## config.mk

```make
export PLATFORM = sky130hd
export DESIGN_NAME = pminw_slice
export DESIGN_NICKNAME = d
export VERILOG_FILES = /design/src/rtl/pminw_pkg.sv /design/src/rtl/pminw_lane.sv /design/src/rtl/pminw_array.sv /design/src/rtl/pminw_merge.sv /design/src/rtl/pminw_slice.sv
export SDC_FILE = /design/constraint.sdc
export NUM_CORES = 1
export LEC_CHECK = 0
export BUFFER_PORTS_ARGS = -buffer_cell sky130_fd_sc_hd__buf_4
export CAP_MARGIN = 10
export CELL_PAD_IN_SITES_DETAIL_PLACEMENT = 2
export CELL_PAD_IN_SITES_GLOBAL_PLACEMENT = 2
export CORE_AREA = 4 4 400 402
export DETAILED_ROUTE_END_ITERATION = 8
export DIE_AREA = 0 0 404 406
export GPL_TIMING_DRIVEN = 0
export MAX_ROUTING_LAYER = met4
export PLACE_DENSITY_LB_ADDON = 0.1
export SLEW_MARGIN = 20
export SYNTH_ARGS = -nofsm -noshare
export SYNTH_HDL_FRONTEND = slang
export SYNTH_SLANG_ARGS = --single-unit
```

## constraint.sdc

```tcl
create_clock -name clk -period 6.05 [get_ports clk]
set_input_delay 0.9075 -clock clk [delete_from_list [all_inputs] [get_ports clk]]
set_output_delay 0.9075 -clock clk [all_outputs]
set_load 0.005 [all_outputs]
```

## src/rtl/pminw_pkg.sv

```systemverilog
package pminw_pkg;
    localparam int LANE_W   = 16;
    localparam int VEC_W    = 256;
    localparam int NARROW_W = 128;
    localparam int N_LANES  = VEC_W / LANE_W;
    localparam int N_NARROW = NARROW_W / LANE_W;

    typedef enum logic [1:0] {
        FORM_OVR128 = 2'b00,
        FORM_TRI128 = 2'b01,
        FORM_FULL   = 2'b10,
        FORM_RSVD   = 2'b11
    } form_e;

    typedef struct packed {
        logic             vld;
        logic             ill;
        logic [VEC_W-1:0] res;
    } out_reg_t;
endpackage

```

## src/rtl/pminw_lane.sv

```systemverilog
module pminw_lane #(
    parameter int W = 16
) (
    input  logic [W-1:0] a,
    input  logic [W-1:0] b,
    output logic [W-1:0] y
);
    always_comb begin
        if (a < b) y = a;
        else       y = b;
    end
endmodule

```

## src/rtl/pminw_array.sv

```systemverilog
module pminw_array #(
    parameter int LANE_W  = 16,
    parameter int N_LANES = 16,
    localparam int VW     = LANE_W * N_LANES
) (
    input  logic [VW-1:0] a,
    input  logic [VW-1:0] b,
    output logic [VW-1:0] y
);
    for (genvar i = 0; i < N_LANES; i++) begin : g_lane
        pminw_lane #(.W(LANE_W)) u_lane (
            .a(a[i*LANE_W +: LANE_W]),
            .b(b[i*LANE_W +: LANE_W]),
            .y(y[i*LANE_W +: LANE_W])
        );
    end
endmodule

```

## src/rtl/pminw_merge.sv

```systemverilog
module pminw_merge
    import pminw_pkg::*;
#(
    parameter int VW = VEC_W,
    parameter int NW = NARROW_W
) (
    input  logic [1:0]    form,
    input  logic [VW-1:0] dst_old,
    input  logic [VW-1:0] mins,
    output logic [VW-1:0] merged,
    output logic          illegal
);
    always_comb begin
        merged  = dst_old;
        illegal = 1'b0;
        unique case (form)
            FORM_OVR128: merged = {dst_old[VW-1:NW], mins[NW-1:0]};
            FORM_TRI128: merged = {{(VW-NW){1'b0}}, mins[NW-1:0]};
            FORM_FULL:   merged = mins;
            default: begin
                merged  = dst_old;
                illegal = 1'b1;
            end
        endcase
    end
endmodule

```

## src/rtl/pminw_slice.sv

```systemverilog
module pminw_slice
    import pminw_pkg::*;
#(
    parameter int LW = LANE_W,
    parameter int VW = VEC_W,
    parameter int NW = NARROW_W,
    localparam int NL = VW / LW
) (
    input  logic          clk,
    input  logic          rst,
    input  logic          in_valid,
    input  logic [1:0]    form_sel,
    input  logic [VW-1:0] dst_old,
    input  logic [VW-1:0] src_a,
    input  logic [VW-1:0] src_b,
    output logic          out_valid,
    output logic          out_illegal,
    output logic [VW-1:0] result
);
    logic [VW-1:0] first_src;
    logic [VW-1:0] mins;
    logic [VW-1:0] merged;
    logic          illegal;

    typedef struct packed {
        logic          vld;
        logic          ill;
        logic [VW-1:0] res;
    } st_t;

    st_t st_d, st_q;

    always_comb begin
        if (form_sel == FORM_OVR128) first_src = dst_old;
        else                         first_src = src_a;
    end

    pminw_array #(.LANE_W(LW), .N_LANES(NL)) u_arr (
        .a(first_src), .b(src_b), .y(mins)
    );

    pminw_merge #(.VW(VW), .NW(NW)) u_merge (
        .form(form_sel), .dst_old(dst_old), .mins(mins),
        .merged(merged), .illegal(illegal)
    );

    always_comb begin
        st_d     = st_q;
        st_d.vld = in_valid;
        if (in_valid) begin
            st_d.ill = illegal;
            st_d.res = merged;
        end
    end

    always_ff @(posedge clk) begin
        if (rst) st_q <= '0;
        else     st_q <= st_d;
    end

    assign out_valid   = st_q.vld;
    assign out_illegal = st_q.ill;
    assign result      = st_q.res;
endmodule

```

# Word level (Yosys, flattened, before mapping)
# Cells that the tools add are included.
[word_totals]
register_bits = 258
output_inout_bits = 258
[classes]
order_cmp = 16
eq_ne = 2
n_mux = 19
reduce_logical = 2
[op_table]
columns = ["operator", "count"]
rows = [
  ["256-bit one-hot mux with 3 select lines", 1],
  ["16-bit less-than comparator", 16],
  ["16-bit two-way mux", 16],
  ["256-bit two-way mux", 1],
  ["3-bit OR reduction", 1],
  ["2-bit by 1-bit == test with 1-bit output (second input constant)", 1],
  ["2-bit == test (second input constant)", 1],
  ["2-bit zero test", 1],
  ["1-bit two-way mux", 1],
]

# Depth between registers and ports, before layout
# Gate-level depths: netlist of the first run.
[depth]
depth_word = 5
ltp_mapped = 17
depth_no_buf = 10

# Modules after synthesis
# Synthesis of the first run repeated with hierarchy kept, for this count alone.
[unflattened]
hier_cells = 2630
hier_area_um2 = 27408.8
[modules_own_cells]
columns = ["module", "n_inst", "cells_per_inst", "area_each_um2", "seq_area_each_um2"]
rows = [
  ["pminw_slice", 1, 1116, 12648.4, 5165.0],
  ["pminw_lane", 16, 67, 648.1, 0.0],
  ["pminw_merge", 1, 442, 4390.5, 0.0],
]

# Worst setup path after synthesis of the first run
# No wires, ideal clock.
[synth_timing]
kind = "input-to-reg"
startpoint = "in form_sel[1]"
endpoint = "reg st_q (netlist bit result[150])"
setup_ns = 0.079
t_arrival_ns = 4.092
setup_slack_ns = 1.879
path_stages = 17
n_path_buf = 7
cell_sequence = "buf_2 or2_1 buf_6 buf_2 clkbuf_1 clkbuf_1 nand2_1 nand2_1 ha_1 a21oi_1 o21ai_0 a2111oi_0 a21oi_2 or2_2 clkbuf_1 buf_2 o211ai_1"
[synth_between]
elab_chain_cells = 5
elab_cells_between_ends = 7
[synth_rtl]
columns = ["element", "line_no", "rtl"]
rows = [
  ["from (decl)", "pminw_slice.sv:12", "input logic [1:0] form_sel,"],
  ["2-bit zero test", "pminw_merge.sv:16, pminw_slice.sv:34", ""],
  ["256-bit two-way mux", "pminw_slice.sv:34", "if (form_sel == FORM_OVR128) first_src = dst_old;"],
  ["16-bit less-than comparator", "pminw_lane.sv:9", "if (a < b) y = a;"],
  ["16-bit two-way mux", "pminw_lane.sv:9", ""],
  ["256-bit one-hot mux with 3 select lines (*)", "pminw_merge.sv:16", "unique case (form)"],
  ["to (signal assigned)", "pminw_slice.sv:58", "else st_q <= st_d;"],
  ["to (decl)", "pminw_slice.sv:31", "st_t st_d, st_q;"],
]
# Mark *: on every way between the ends. The rest lies on a longest branch, timed or not.
# A chain may end at the register's enable or synchronous reset.

# Final worst setup path of the first run
[layout_timing]
startpoint = "in form_sel[0]"
endpoint = "reg st_q (netlist bit result[119])"
# Same word-level chain as after synthesis.

==> results of run 1 <==
-- critical path: stages --
cell      delay, ns
buf_4          0.14
buf_6          0.16
nor2_1         0.26
buf_2          0.44
clkbuf_1       0.81
clkbuf_2       0.59
nand2_1        0.13
nand2_1        0.13
ha_1           0.16
a21oi_1        0.06
o21ai_1        0.60
a211oi_2       0.05
buf_4          0.22
o31ai_4        0.53
buf_6          0.32
mux2i_1        0.49
o22ai_1        0.12
-- sequential cells by signal (all words and copies together) (netlist names) --
name and flops:
out_illegal 1, out_valid 1, result 256
-- report_power, final --
| group | switching [mW] | internal [mW] | total, mW |
|---|---|---|---|
| clock network | 1.17 | 1.59 | 2.76 |
| logic | 1.58 | 1.12 | 2.70 |
| registers | 0.107 | 1.86 | 1.97 |
| total | 2.86 | 4.57 | 7.43 |
-- cells by family after synthesis --
logic type,after synthesis
xor+xnor,1
compound gates,805
simple gates,1351
mux,172
fa+ha+maj,240
flops,258
buf+inv,534
-- cells in the mapped netlist (4+ instances only) --
cell	instances
a21boi_0	4
nor4_1	5
a21oi_1	68
o211ai_2	8
a21o_1	30
o2111ai_1	85
nor2b_1	18
buf_1	11
o21ai_2	6
buf_2	19
ha_1	240
o21a_1	7
a211o_1	9
and2_1	5
nand2_1	937
and4_1	14
nand4_1	15
dfxtp_1	258
mux2i_1	171
o21ai_0	158
buf_6	15
a311oi_1	49
nor2_1	236
o211ai_1	173
o22ai_1	21
a221oi_1	6
or2_2	6
a21oi_2	4
a22oi_1	107
nor3_1	11
clkbuf_1	174
inv_1	309
nand3_1	91
a211oi_1	10
a31oi_1	21
o21ai_1	6
a2111oi_0	4
-- per-layer routing --
metal  track usage [%]  share of wire [%]  vias up
met3              8.56                7.9      184
met4              8.28                3.3        0
li1                  -                  -    14000
met2              39.1                 49      843
met1              24.4                 39    14400
met5                 -                  0        -
-- stage by stage --
stage                     setup WS (ns)  std cells  TNS (ns)  hold WS [ns]
after floorplan                    1.88       3361         0         0.449
after global placement            -2.65       6447   -219.51         0.444
after detailed placement         -0.929       6452    -31.90         0.454
after CTS                        0.0787       6529         0         0.433
after global routing            0.00413       6604         0         0.464
final                             0.342       6613         0         0.474
-- final timing paths --
path                             startpoint          end  slack [ns]  cells after the start
worst min-delay path             result[48]   result[48]        0.47                      2
worst max-delay path            form_sel[0]  result[119]        0.34                     17
worst min register to register   result[48]   result[48]        0.47                      2
worst max register to register  result[159]  result[159]        4.97                      4
-- timing repair --
action	in CTS	in global routing
endpoints found under the setup margin	1	2
gates resized for setup	3	0
pin swaps	0	0
endpoints found under the hold margin	0	0
cloned	0	0
-- cell type report --
cell class                 count  area [um2]
clock inverter                11         153
clock buffer                  66        1320
sequential                   258        5160
antenna                       85         213
multi-input combinational   2569       16000
fill                       18700      121000
tap                         2058        2570
timing repair buffer        1033        7810
buffer                       224        1020
inverter                     309        1160
==> flow_summary.toml, run 1 <==
[timing]
timing.final.crit_share_pct = 94.4
rsz0062_at_grt = "no"
finalHoldViolCount = 0
timing.slew.headroom_pct = 25.2
drv_slew = 0
fin_crit_ns = 5.71
setup_viol = 0
clock_skew_ns = 0
tightest_slew_ns = 1.12
max_freq_ghz = 0.175

[route]
postRouteWirelength_um = 191000
drtIter0Drc = 1035
ant_nets = 0
drc = 0
vias = 29500
dr.pass1.iters = 5
routedWlPerCell_um = 28.9
vias_per_cell = 4.46

[clocking]
clock_path_buffers = 3
numCtsBuffers = 46
clkLatencyLatePin_ns = 0.63
cts-root-buf = "clkbuf_16"
cts_tree = "done"
clk_pin_slew_ns = 0.05
cts_hold_buf = 0
cts.sinks = 258
cts_max_level = 2
post_cts_buffers = 0

[logic_synthesis]
synth_nets = 4374
synth_seq_cells = 258
synth_top_family_by_area = "compound AO/OA/AOI/OAI gates"
synth-edff-count = 0
synthMuxAreaShare_pct = 7.39
synth_fa_ha_area_share_pct = 12.9
synth_area_mm2 = 0.0233
avgSynthCellArea_um2 = 6.93
synthTopCellsByArea = "dfxtp_1 22%, nand2_1 15%, ha_1 13%, mux2i_1 7.3%, o211ai_1 5.6%"
yosys.area_share.simple_pct = 23.3
ys_warn_count = 0
synth_cell_types = 63
synthCells = 3361
ys_seq_area_share_pct = 22.2
synthXorXnorAreaFrac_pct = 0.0376
yosysTopAreaCell = "dfxtp_1"
synth-compound-area-share_pct = 24.9
ys.flop_type = "dfxtp_1"
synthArstFlopShare_pct = 0
synth_top_area_share_pct = 22.2

[pwr]
powerDensity_mw_per_mm2 = 210
p_leak_nw = 17.4
total_power_mw = 7.43
ir_drop_mv = 0.191

[place]
gp_congestion = 0.829
dpl.hpwl_um = 161000
port_buffers = 1028
placed_area_mm2 = 0.0337

[cells_and_area]
utilization_pct = 22.7
final_cell_mix = "1,032 x buf_4, 937 x nand2_1, 309 x inv_1"
final_common_cell = "buf_4"
fin_nets = 5454
drive_gt1_share_pct = 26.9
fin_area_mm2 = 0.0354
syn2layout_area_growth_pct = 51.9

[floorplan]
die_h_um = 406
core_area_mm2 = 0.156
die_x_um = 404
top_level_ports = 1031
num_rows = 145
die_area_mm2 = 0.164
initial_utilization_pct = 14.9

[global_routing]
grt_max_degree = 14
grtUsageTotal_pct = 23.0
grt_pass1_vias = 32400
antenna_found_initial = 90
grt.overflow.total = 0
grt_pass1_wl_um = 258000

[worst_hold_path]
hold_class = "reg -> reg"

[worst_setup_path]
arrival_ns = 6.19
cp_max_fo = 10
startpoint_type = "input port"
worstSetupPathType = "in -> reg"
required_ns = 6.53
end_kind = "flip-flop"

[job]
max_cap_violations = 0

[outcome]
status = "finished, final reports clean"
Power figures use the tool's default switching activity.
==> run 2, diff against run 1 <==
--- a/config.mk
+++ b/config.mk
@@ -18,4 +18,5 @@
 export SLEW_MARGIN = 20
 export SYNTH_ARGS = -nofsm -noshare
 export SYNTH_HDL_FRONTEND = slang
+export SYNTH_HIERARCHICAL = 1
 export SYNTH_SLANG_ARGS = --single-unit
==> run 2 against run 1 <==
Compared with the run above: cell count down 11%; register-to-register slack better by 0.31 ns; worst setup slack better by 0.75 ns; critical path type unchanged; largest cell class unchanged; largest power group is now combinational cells.
==> flow_summary.toml, run 2 <==
[worst_setup_path]
end_kind = "flip-flop"
worstSetupPathType = "in -> reg"
arrival_ns = 5.41
required_ns = 6.51
reg2regPathDepth = 2
startpoint_type = "input port"
cp_max_fo = 10

[clocking]
cts-root-buf = "clkbuf_16"
cts_max_level = 2
clkLatencyLatePin_ns = 0.60
numCtsBuffers = 42
cts.sinks = 258
cts_hold_buf = 0
clk_pin_slew_ns = 0.05
post_cts_buffers = 0
clock_path_buffers = 3
cts_tree = "done"
ctsResizeCount = 0

[route]
drc = 0
drtIter0Drc = 691
postRouteWirelength_um = 162000
routedWlPerCell_um = 27.6
dr.pass1.iters = 6
ant_nets = 0
vias = 24500
vias_per_cell = 4.18

[global_routing]
grtUsageTotal_pct = 19.5
grt_pass1_vias = 27300
grt.overflow.total = 0
antenna_found_initial = 84
grt_max_degree = 11
grt_pass1_wl_um = 220000

[timing]
fin_crit_ns = 4.95
fin_tns_setup_ns = 0
tightest_slew_ns = 0.921
setup_viol = 0
finalHoldViolCount = 0
max_freq_ghz = 0.202
timing.final.crit_share_pct = 81.9
timing.slew.headroom_pct = 38.6
drv_slew = 0
rsz0062_at_grt = "no"
clock_skew_ns = 0

[logic_synthesis]
synth-edff-count = 0
ys_seq_area_share_pct = 18.8
synth.most_common_cell = "mux2_2"
synthArstFlopShare_pct = 0
synth_area_mm2 = 0.0274
avgSynthCellArea_um2 = 10.4
synth_cell_types = 32
ys_warn_count = 6
ys.flop_type = "dfxtp_1"
synth_top_area_share_pct = 24.0
synth_seq_cells = 258
synthTopCellsByArea = "mux2_2 24%, dfxtp_1 19%, ha_1 11%, mux2_4 9.9%, mux2i_1 9.4%"
synth_nets = 3643
yosysTopAreaCell = "mux2_2"
synth_commonest_cells = "584 x mux2_2, 274 x nor2_1, 258 x dfxtp_1"
synthCells = 2630

[cells_and_area]
fillers = 17700
multi_input_area_mm2 = 0.0198
area.sequential_mm2 = 0.00516
final_cell_mix = "1,043 x buf_4, 584 x mux2_2, 274 x nor2_1"
final_common_cell = "buf_4"
drive_gt1_share_pct = 55.2
fin_nets = 4715
largest_reg_flops = 256
syn2layout_area_growth_pct = 43.6

[pwr]
ir_drop_mv = 0.169
total_power_mw = 7.68
p_leak_nw = 18.9
powerDensity_mw_per_mm2 = 195

[worst_hold_path]
worstHoldPathCells = 2
hold_class = "reg -> reg"

[place]
dpl.hpwl_um = 138000
port_buffers = 1028
gp_congestion = 0.822

[floorplan]
top_level_ports = 1031
die_h_um = 406
initial_utilization_pct = 17.6
die_x_um = 404
die_area_mm2 = 0.164
num_rows = 145
core_area_mm2 = 0.156

[outcome]
status = "finished, final reports clean"

[job]
max_cap_violations = 0
## run 2: cell types whose count changed after synthesis, moves of 85 or more
| cell | delta |
|---|---|
| a22o_1 | +128 |
| a22oi_1 | -107 |
| clkbuf_1 | -141 |
| mux2_2 | +583 |
| mux2_4 | +180 |
| mux2i_1 | +86 |
| nand2_1 | -905 |
| nand3_1 | -91 |
| o2111ai_1 | -85 |
| o211ai_1 | -173 |
| o21ai_0 | -126 |
## run 2: cell families after synthesis
| kind of cell | after synthesis | synth area share (%) |
|---|---|---|
| DFF | 258 | 18.8 |
| muxes | 1025 | 43.4 |
| buffers and inverters | 414 | 9.07 |
| adders and majority gates | 240 | 11.0 |
| and+or+nand+nor | 373 | 6.55 |
| AOI/OAI and AO/OA | 320 | 11.2 |
## run 2: per-stage QoR
stage               std cells  util [%]  instance area (um2)  setup WS [ns]  hold slack [ns]
floorplan                2630         -                27400           1.83            0.485
global placement         5716      24.2                37700          0.544            0.475
detailed placement       5716      24.2                37700          0.538            0.486
CTS                      5790      25.1                39200           1.22            0.499
global route             5855      25.2                39300           1.07            0.520
finish                   5869      25.2                39400           1.10            0.495
## run 2: report_power, final
| part | leakage [nW] | total (mW) | switching, mW | internal, mW |
|---|---|---|---|---|
| Sequential | 2.12 | 1.92 | 0.0811 | 1.84 |
| Clock | 0.717 | 2.68 | 1.04 | 1.64 |
| Combinational | 16.1 | 3.08 | 1.38 | 1.70 |
## run 2: final timing paths
path | startpoint | end | slack, ns
setup / recovery | form_sel[1] | result[121] | 1.10
hold reg to reg | result[82] | result[82] | 0.49
setup reg to reg | result[124] | result[124] | 5.28
hold / removal | result[82] | result[82] | 0.49
## run 2: final cells by class
cell class / instances / share of cell area, %
multi-input combinational: 1958 / 50.2
timing repair buffer: 1028 / 19.6
sequential: 258 / 13.1
tap: 2058 / 6.54
buffer: 158 / 3.88
clock buffer: 61 / 3.19
inverter: 256 / 2.44
clock inverter: 13 / 0.509
antenna: 79 / 0.502
## run 2: worst max-delay path, stage by stage
cell and delay, ns:
buf_4 0.14, nor2_4 0.24, buf_12 0.26, buf_12 0.19
mux2_2 0.37, ha_1 0.43, a21oi_1 0.67, o221ai_1 0.34
a211oi_4 0.61, buf_6 0.31, mux2_4 0.32, mux2_1 0.37
mux2i_1 0.17, nor2_1 0.05
## run 2: layer usage
layer	routed length [um]	GRT usage, %
met1	63200	20.7
met2	82500	35.0
met3	13200	7.42
met4	2880	3.12
met5	0	-
==> run 3, diff against run 2 <==
==> constraint.sdc (replaced) <==
create_clock -name clk -period 4.65 [get_ports clk]
set_input_delay 0.6975 -clock clk [delete_from_list [all_inputs] [get_ports clk]]
set_output_delay 0.6975 -clock clk [all_outputs]
set_load 0.005 [all_outputs]
==> run 3 against run 2 <==
Compared with the run above: global-route usage did not move; worst setup slack worse by 0.89 ns; worst hold slack worse by 0.029 ns; register-to-register slack worse by 1.4 ns; sequential cell count stayed put; non-clock buffer count unchanged; clock skew stayed put; sequential share of layout area about the same; cell area barely moved; critical path type unchanged; highest routed layer unchanged.
==> flow_summary.toml, run 3 (synthesis gave the netlist of run 2 again) <==
[worst_setup_path]
rrSetupSlack_ns = 3.88
rr_endpoint = "result[124]"
required_ns = 5.11
worstSetupPathType = "in -> reg"
end_kind = "flip-flop"
r2r-start = "result[124]"
arrival_ns = 4.90
cp_max_fo = 10
startpoint_type = "input port"
reg2regPathDepth = 2

[worst_hold_path]
holdCritStartpoint = "dst_old[127]"
worstHoldPathCells = 4
min_to = "result[127]"
hold_class = "in -> reg"

[cells_and_area]
drive_gt1_share_pct = 55.3
final_common_cell = "buf_4"
syn2layout_area_growth_pct = 43.6
fin_nets = 4715
final_cell_mix = "1,043 x buf_4, 584 x mux2_2, 274 x nor2_1"
largest_reg_flops = 256

[pwr]
ir_drop_mv = 0.220
internal-power_mw = 6.74
sequentialPowerShare_pct = 25.0
switching_share_pct = 32.5
combinationalPowerShare_pct = 40.1
p_leak_nw = 18.9
switchingPower_mw = 3.25
powerDensity_mw_per_mm2 = 254
clkPwrFrac_pct = 34.9

[route]
ant_nets = 0
vias_per_cell = 4.18
vias = 24500
routedWlPerCell_um = 27.6
drtIter0Drc = 691
postRouteWirelength_um = 162000
dr.pass1.iters = 6
drc = 0

[place]
dpl.hpwl_um = 138000
port_buffers = 1028
gp_congestion = 0.822

[clocking]
cts_tree = "done"
post_cts_buffers = 0
cts.sinks = 258
cts-root-buf = "clkbuf_16"
clkLatencyLatePin_ns = 0.60
clock_path_buffers = 3
cts_hold_buf = 0
numCtsBuffers = 42
cts_max_level = 2
clk_pin_slew_ns = 0.06

[floorplan]
top_level_ports = 1031
num_rows = 145
initial_utilization_pct = 17.6
die_h_um = 406
die_area_mm2 = 0.164
core_area_mm2 = 0.156
die_x_um = 404

[global_routing]
grt.overflow.total = 0
grt_max_degree = 11
grtUsageTotal_pct = 19.5
grt_pass1_wl_um = 220000
grt_pass1_vias = 27300
antenna_found_initial = 84

[job]
max_cap_violations = 0

[timing]
max_freq_ghz = 0.225
fin_crit_ns = 4.44
fin_tns_setup_ns = 0
hold_ws_ns = 0.466
rsz0062_at_grt = "no"
timing.final.crit_share_pct = 95.5
finalHoldViolCount = 0
clock_skew_ns = 0
setup_viol = 0
drv_slew = 0
tightest_slew_ns = 0.924
timing.slew.headroom_pct = 38.4

[outcome]
status = "finished, final reports clean"
[run 3: cell counts in the layout (fill, tap and decap cells not counted)]
Identical to the previous run, type by type.
[run 3: how the worst max path moves through the flow]
stage / start / end / cells after the start
finish: form_sel[1] / result[121] / 14
global route: form_sel[1] / result[121] / 15
CTS: form_sel[1] / result[121] / 14
detailed placement: form_sel[1] / result[121] / 14
global placement: form_sel[1] / result[121] / 14
floorplan: form_sel[1] / result[251] / 14
[run 3: power groups by stage]
| stage | clock network [mW] | logic (mW) | registers [mW] |
|---|---|---|---|
| 4_1_cts | 3.69 | 4.11 | 2.50 |
| 3_3_place_gp | 0 | 4.07 | 2.54 |
| 6_report | 3.49 | 4.01 | 2.50 |
| 5_1_grt | 3.75 | 4.39 | 2.52 |
| 3_5_place_dp | 0 | 4.09 | 2.54 |
| 2_1_floorplan | 0 | 2.37 | 2.54 |
[run 3: through the flow]
step / power [mW] / area (um2) / worst slack, ns / std cells / utilization, %
2_1_floorplan: 4.91 / 27400 / 0.641 / 2630 / -
3_3_place_gp: 6.61 / 37700 / -0.646 / 5716 / 24.2
3_5_place_dp: 6.63 / 37700 / -0.652 / 5716 / 24.2
4_1_cts: 10.3 / 39200 / 0.0269 / 5790 / 25.1
5_1_grt: 10.7 / 39300 / 0.104 / 5855 / 25.2
6_report: 9.99 / 39400 / 0.210 / 5869 / 25.2
[run 3: per-layer routing]
metal	global-route usage [%]	vias to the layer above	wire, um
met5	-	-	0
met4	3.12	0	2880
met3	7.42	101	13100
met2	35.0	645	82500
met1	20.7	12000	63200
li1	-	11800	-
[run 3: cell type report]
| type | instances | area [um2] |
|---|---|---|
| Clock buffer | 61 | 1250 |
| Timing Repair Buffer | 1028 | 7720 |
| Antenna cell | 79 | 198 |
| Tap cell | 2058 | 2570 |
| Multi-Input combinational cell | 1958 | 19800 |
| Inverter | 256 | 961 |
| Sequential cell | 258 | 5160 |
| Clock inverter | 13 | 200 |
| Fill cell | 17700 | 117000 |
| Buffer | 158 | 1530 |
[run 3: what timing repair did]
| action | CTS | global route |
|---|---|---|
| setup endpoints to repair | 0 | 2 |
| hold endpoints to repair | 0 | 0 |
| gates resized for setup | 0 | 1 |
[run 3: critical path, stage by stage]
cell and delay, ns:
buf_4 0.14, nor2_4 0.24, buf_12 0.26, buf_12 0.19, mux2_2 0.37, ha_1 0.44, a21oi_2 0.44, o221ai_1 0.28
a211oi_4 0.59, buf_6 0.31, mux2_4 0.32, mux2_1 0.37, mux2i_1 0.17, nor2_1 0.05
